==> src/rtl/dacld_pkg.sv <==
package dacld_pkg;

    typedef enum logic [1:0] {
        CMD_THRU = 2'b00,
        CMD_HI   = 2'b01,
        CMD_LO   = 2'b10,
        CMD_XFER = 2'b11
    } cmd_e;

    typedef struct packed {
        logic ld_hi;
        logic ld_lo;
        logic ld_out;
        logic out_from_bus;
    } ctl_t;

    localparam ctl_t CTL_IDLE = '{ld_hi: 1'b0, ld_lo: 1'b0, ld_out: 1'b0, out_from_bus: 1'b0};

    function automatic ctl_t decode_cmd(input logic active, input cmd_e cmd);
        ctl_t c;
        c = CTL_IDLE;
        if (active) begin
            unique case (cmd)
                CMD_THRU: c = '{ld_hi: 1'b1, ld_lo: 1'b1, ld_out: 1'b1, out_from_bus: 1'b1};
                CMD_HI:   c.ld_hi = 1'b1;
                CMD_LO:   c.ld_lo = 1'b1;
                CMD_XFER: c.ld_out = 1'b1;
                default:  c = CTL_IDLE;
            endcase
        end
        return c;
    endfunction

endpackage

==> src/rtl/dacld_decode.sv <==
module dacld_decode
    import dacld_pkg::*;
(
    input  logic       sel_n,
    input  logic       wr_n,
    input  logic [1:0] addr,
    output ctl_t       ctl
);
    logic active;
    cmd_e cmd;

    always_comb begin
        active = !sel_n && !wr_n;
        cmd    = cmd_e'(addr);
        ctl    = decode_cmd(active, cmd);
    end
endmodule

==> src/rtl/dacld_stage.sv <==
module dacld_stage #(
    parameter int W = 8
) (
    input  logic         clk,
    input  logic         rst,
    input  logic         en,
    input  logic [W-1:0] d,
    output logic [W-1:0] q
);
    always_ff @(posedge clk) begin
        if (rst)
            q <= '0;
        else if (en)
            q <= d;
    end
endmodule

==> src/rtl/dacld_outreg.sv <==
module dacld_outreg
    import dacld_pkg::*;
#(
    parameter int HI_W = 6,
    parameter int LO_W = 8,
    localparam int CW  = HI_W + LO_W
) (
    input  logic            clk,
    input  logic            rst,
    input  ctl_t            ctl,
    input  logic [HI_W-1:0] bus_hi,
    input  logic [LO_W-1:0] bus_lo,
    input  logic [HI_W-1:0] st_hi,
    input  logic [LO_W-1:0] st_lo,
    output logic [CW-1:0]   code,
    output logic            pulse
);
    logic [CW-1:0] next_code;

    always_comb begin
        if (ctl.out_from_bus)
            next_code = {bus_hi, bus_lo};
        else
            next_code = {st_hi, st_lo};
    end

    always_ff @(posedge clk) begin
        if (rst) begin
            code  <= '0;
            pulse <= 1'b0;
        end else begin
            pulse <= ctl.ld_out;
            if (ctl.ld_out)
                code <= next_code;
        end
    end
endmodule

==> src/rtl/dac_byte_loader.sv <==
module dac_byte_loader
    import dacld_pkg::*;
#(
    parameter int BUS_W  = 8,
    parameter int CODE_W = 14
) (
    input  logic              clk,
    input  logic              rst,
    input  logic              sel_n,
    input  logic              wr_n,
    input  logic [1:0]        addr,
    input  logic [BUS_W-1:0]  bus_din,
    output logic [CODE_W-1:0] code_out,
    output logic              upd_pulse
);
    localparam int HI_W = CODE_W - BUS_W;
    localparam int LO_W = BUS_W;

    ctl_t            ctl;
    logic [HI_W-1:0] st_hi;
    logic [LO_W-1:0] st_lo;
    logic [HI_W-1:0] bus_hi;

    assign bus_hi = bus_din[HI_W-1:0];

    dacld_decode u_dec (
        .sel_n (sel_n),
        .wr_n  (wr_n),
        .addr  (addr),
        .ctl   (ctl)
    );

    generate
        if (HI_W > 0 && HI_W <= BUS_W) begin : g_stages
            dacld_stage #(.W(HI_W)) u_hi (
                .clk (clk),
                .rst (rst),
                .en  (ctl.ld_hi),
                .d   (bus_hi),
                .q   (st_hi)
            );
            dacld_stage #(.W(LO_W)) u_lo (
                .clk (clk),
                .rst (rst),
                .en  (ctl.ld_lo),
                .d   (bus_din),
                .q   (st_lo)
            );
        end else begin : g_bad_widths
            $error("CODE_W must exceed BUS_W and be at most twice BUS_W");
        end
    endgenerate

    dacld_outreg #(.HI_W(HI_W), .LO_W(LO_W)) u_out (
        .clk    (clk),
        .rst    (rst),
        .ctl    (ctl),
        .bus_hi (bus_hi),
        .bus_lo (bus_din),
        .st_hi  (st_hi),
        .st_lo  (st_lo),
        .code   (code_out),
        .pulse  (upd_pulse)
    );
endmodule

==> config.mk <==
export PLATFORM = sky130hd
export DESIGN_NAME = dac_byte_loader
export DESIGN_NICKNAME = d
export VERILOG_FILES = /design/src/rtl/dacld_pkg.sv /design/src/rtl/dacld_decode.sv /design/src/rtl/dacld_stage.sv /design/src/rtl/dacld_outreg.sv /design/src/rtl/dac_byte_loader.sv
export SDC_FILE = /design/constraint.sdc
export NUM_CORES = 1
export LEC_CHECK = 0
export BUFFER_PORTS_ARGS = -buffer_cell sky130_fd_sc_hd__buf_2
export CORE_ASPECT_RATIO = 1.75
export CORE_UTILIZATION = 45
export DETAILED_ROUTE_END_ITERATION = 6
export GPL_TIMING_DRIVEN = 1
export PLACE_DENSITY = 0.7
export SETUP_SLACK_MARGIN = 0.4
export SLEW_MARGIN = 20
export SYNTH_ARGS = -nofsm -noshare
export SYNTH_HDL_FRONTEND = slang
export SYNTH_SLANG_ARGS = --single-unit
==> constraint.sdc <==
create_clock -name clk -period 4 [get_ports clk]
set_input_delay 0.8 -clock clk [delete_from_list [all_inputs] [get_ports clk]]
set_output_delay 0.8 -clock clk [all_outputs]
set_load 0.01 [all_outputs]
==> impl_metrics.toml <==
[critical_path]
cp_slowest_stage_delay_ns = 0.87
worstSetupPathDepth = 6
cp_top_family = "simple AND/OR/NAND/NOR gates"
worstSetupEndpointType = "flip-flop"
crit_required_ns = 4.19
crit_arrival_ns = 2.50
critical_path_buf_inv_count = 2
critPathLaunchType = "input pin"
timing.reg2reg.worst_path_depth = 2
critical_path.max_fanout = 28
cp_cell_sequence = "buf_2 -> inv_1 -> ha_1 -> nor3_4 -> nor2_1 -> a211oi_1"
cpMaxStageDelayCell = "sky130_fd_sc_hd__nor3_4"
timing.setup.critical_path_class = "in -> reg"

[timing]
setup_violations = 0
fin_worst_hold_slack_ns = 0.4765
final.period_utilization_pct = 57.93
worst_slew_margin_rel_pct = 30.23
fin_skew_ns = 0.005946
final_hold_viol_count = 0
final-max-slew-violation-count = 0
max_slew.worst_pin.slew_ns = 1.043
fmax_mhz = 431.5
tns_ns = 0
post-route-min-period_ns = 2.317
rsz_0062_raised_after_global_routing = "no"

[global_routing]
gr-usage-all-layers_pct = 18.93
overflow = 0
grt_pass1_vias = 984
first_pass_grt_wire_length_um = 4436
met2_usage_pct = 32.50
grt_max_degree = 38
use_met3_pct = 4.612
antenna_found_initial = 0
met1_usage_pct = 21.30
grt.busiest_layer = "met2"

[clocking]
cts.reportedPaths.clkPinSlew_ns = 0.06
root_cell_of_the_clock_tree = "sky130_fd_sc_hd__clkbuf_8"
post-cts-setup-buffers = 0
clk_latency_ns = 0.28
cts.path.max_buffers = 2
tritoncts.num_buffers = 5
hold_buffers = 0
htreeDepth = 2
post_cts_resized = 0
cts_tree = "done"
clock-sinks = 29

[drt]
postRouteWirelength_um = 2749
antenna_left = 0
first_iter_violations = 20
via_count = 989
post_drt_via_cell_ratio = 5.434
remaining_drc_errors = 0
routed_wire_length_per_instance_um = 15.10
dr.pass1.iters = 4

[placement]
dpl-instance-area_um2 = 1463
dp.cells = 174
port_buffers = 28
hpwl_um = 1933
gpl.final_weighted_congestion = 0.7531

[logic_synthesis]
synth_cells = 127
synthMostInstantiatedCell = "sky130_fd_sc_hd__dfxtp_1"
synthesis.yosys.warnings = 0
synth.cells.most_frequent = "29 x sky130_fd_sc_hd__dfxtp_1, 28 x sky130_fd_sc_hd__mux2i_1, 22 x sky130_fd_sc_hd__nand2b_1"
asyncSetResetFlopFracSynth_pct = 0
synth_top_cell_by_area = "sky130_fd_sc_hd__dfxtp_1"
synth.ff_latch_count = 29
number_of_flops_mapped_to_enable_cells_by_yosys = 0
synth_nets = 144
netlist.area_leader.share_pct = 43.28
synth-main-ff-cell = "sky130_fd_sc_hd__dfxtp_1"
synth.top_cells.by_area = "sky130_fd_sc_hd__dfxtp_1 43%, sky130_fd_sc_hd__mux2i_1 21%, sky130_fd_sc_hd__nand2b_1 10%, sky130_fd_sc_hd__a211oi_2 5.6%, sky130_fd_sc_hd__a211oi_1 4.5%"
synth_seq_area_share_pct = 43.28
mappedNetlistArea_um2 = 1341
synth_cell_type_count = 16
postSynthAreaPerCell_um2 = 10.56

[cells_and_area]
final_cells = 182
drive_above_1_share_pct = 28.39
final.fill_count = 245
area.growth.synth_to_final_pct = 17.72
layout.cell_area.non_filler_um2 = 1579
antenna-diode-count = 0
fin_nets = 171

[power]
p_per_area_nw_per_um2 = 446.4
cellLeakagePower_nw = 0.6597
part_of_the_power_in_the_clock_network_pct = 44.4
power.net_switching_uw = 162.8
switching_share_pct = 23.10
power.ir.vdd_worst_uv = 267.8
seqPwrFrac_pct = 43.9
p_int_uw = 542.0
total_power_uw = 704.8
power.combinational.fraction_pct = 11.7

[floorplan]
core_area_um2 = 2753
placement_rows = 25
floorplan.die_area_um2 = 3212
die_height_um = 74.23
initial_util_pct = 48.73
top_level_ports = 29
dieWidth_um = 43.27

[hold_path]
worstHoldPathType = "reg -> reg"
worst_hold_path.num_cells = 2

[status]
status = "finished clean"

[job]
max-cap-violations = 0
cell families (layout without fill, tap and decap cells):
kind of cell    after synthesis  after routing  synth area share, %
compound gates               17             17                11.85
fa+ha+maj                     3              3                2.799
buf+inv                      11             39                5.037
flops                        29             29                43.28
mux                          28             28                20.90
simple gates                 39             39                16.14
layout make-up:
class,instances,area (um^2),area share (%)
clock buffers,7,86.33,5.468
inverters,2,7.507,0.4754
multi-input cells,87,693.2,43.90
clock inverters,1,30.03,1.902
well taps,27,33.78,2.139
repair buffers,29,147.6,9.350
flip-flops and latches,29,580.6,36.77
final timing paths:
check / start / endpoint / slack, ns
min: g_stages.u_lo.q[2]$_SDFFE_PP0P_ / g_stages.u_lo.q[2]$_SDFFE_PP0P_ / 0.48
max: addr[0] / u_out.code[5]$_SDFFE_PP0P_ / 1.68
min reg2reg: g_stages.u_lo.q[2]$_SDFFE_PP0P_ / g_stages.u_lo.q[2]$_SDFFE_PP0P_ / 0.48
max reg2reg: g_stages.u_lo.q[5]$_SDFFE_PP0P_ / u_out.code[5]$_SDFFE_PP0P_ / 3.18
cell usage in the layout, fill, tap and decap left out:
cell,synthesis,layout
sky130_fd_sc_hd__ha_1,3,3
sky130_fd_sc_hd__clkbuf_1,2,1
sky130_fd_sc_hd__a211oi_1,8,8
sky130_fd_sc_hd__buf_2,3,28
sky130_fd_sc_hd__bufinv_16,0,1
sky130_fd_sc_hd__o21a_1,2,2
sky130_fd_sc_hd__a211oi_2,6,6
sky130_fd_sc_hd__o21ai_2,1,1
sky130_fd_sc_hd__clkbuf_8,0,6
sky130_fd_sc_hd__dfxtp_1,29,29
sky130_fd_sc_hd__nor3_4,1,1
sky130_fd_sc_hd__mux2i_1,28,28
sky130_fd_sc_hd__buf_4,2,1
sky130_fd_sc_hd__nor2_1,15,15
sky130_fd_sc_hd__nor4_1,1,1
sky130_fd_sc_hd__nand2b_1,22,22
sky130_fd_sc_hd__inv_1,2,2
power groups by stage:
stage / sequential, mW / combinational, mW / clock, mW
4_1_cts: 0.310 / 0.0835 / 0.318
3_5_place_dp: 0.316 / 0.0828 / 0
6_report: 0.310 / 0.0825 / 0.313
5_1_grt: 0.311 / 0.0917 / 0.332
3_3_place_gp: 0.315 / 0.0805 / 0
2_1_floorplan: 0.319 / 0.0542 / 0
through the flow:
stage / worst slack, ns / utilization [%]
2_1_floorplan: 2.032 / -
3_3_place_gp: 1.499 / 53.14
3_5_place_dp: 1.425 / 53.14
4_1_cts: 1.690 / 57.36
5_1_grt: 1.467 / 57.36
6_report: 1.683 / 57.36
flip-flops by register name, indices dropped and copies added (netlist names):
signal,cells
u_out.code,14
g_stages.u_hi.q,6
g_stages.u_lo.q,8
u_out.pulse,1
worst min-delay path: cells and delay by family, from the launching register on:
kind | cells | cell delay (ns)
muxes | 1 | 0.06
DFF | 1 | 0.31
and+or+nand+nor | 1 | 0.06
layer usage:
layer	vias up	part of all wire, %
met5	-	0
met4	0	1.8
met3	6	3.9
met2	26	52
met1	467	42
li1	490	-
Power figures use the tool's default switching activity.
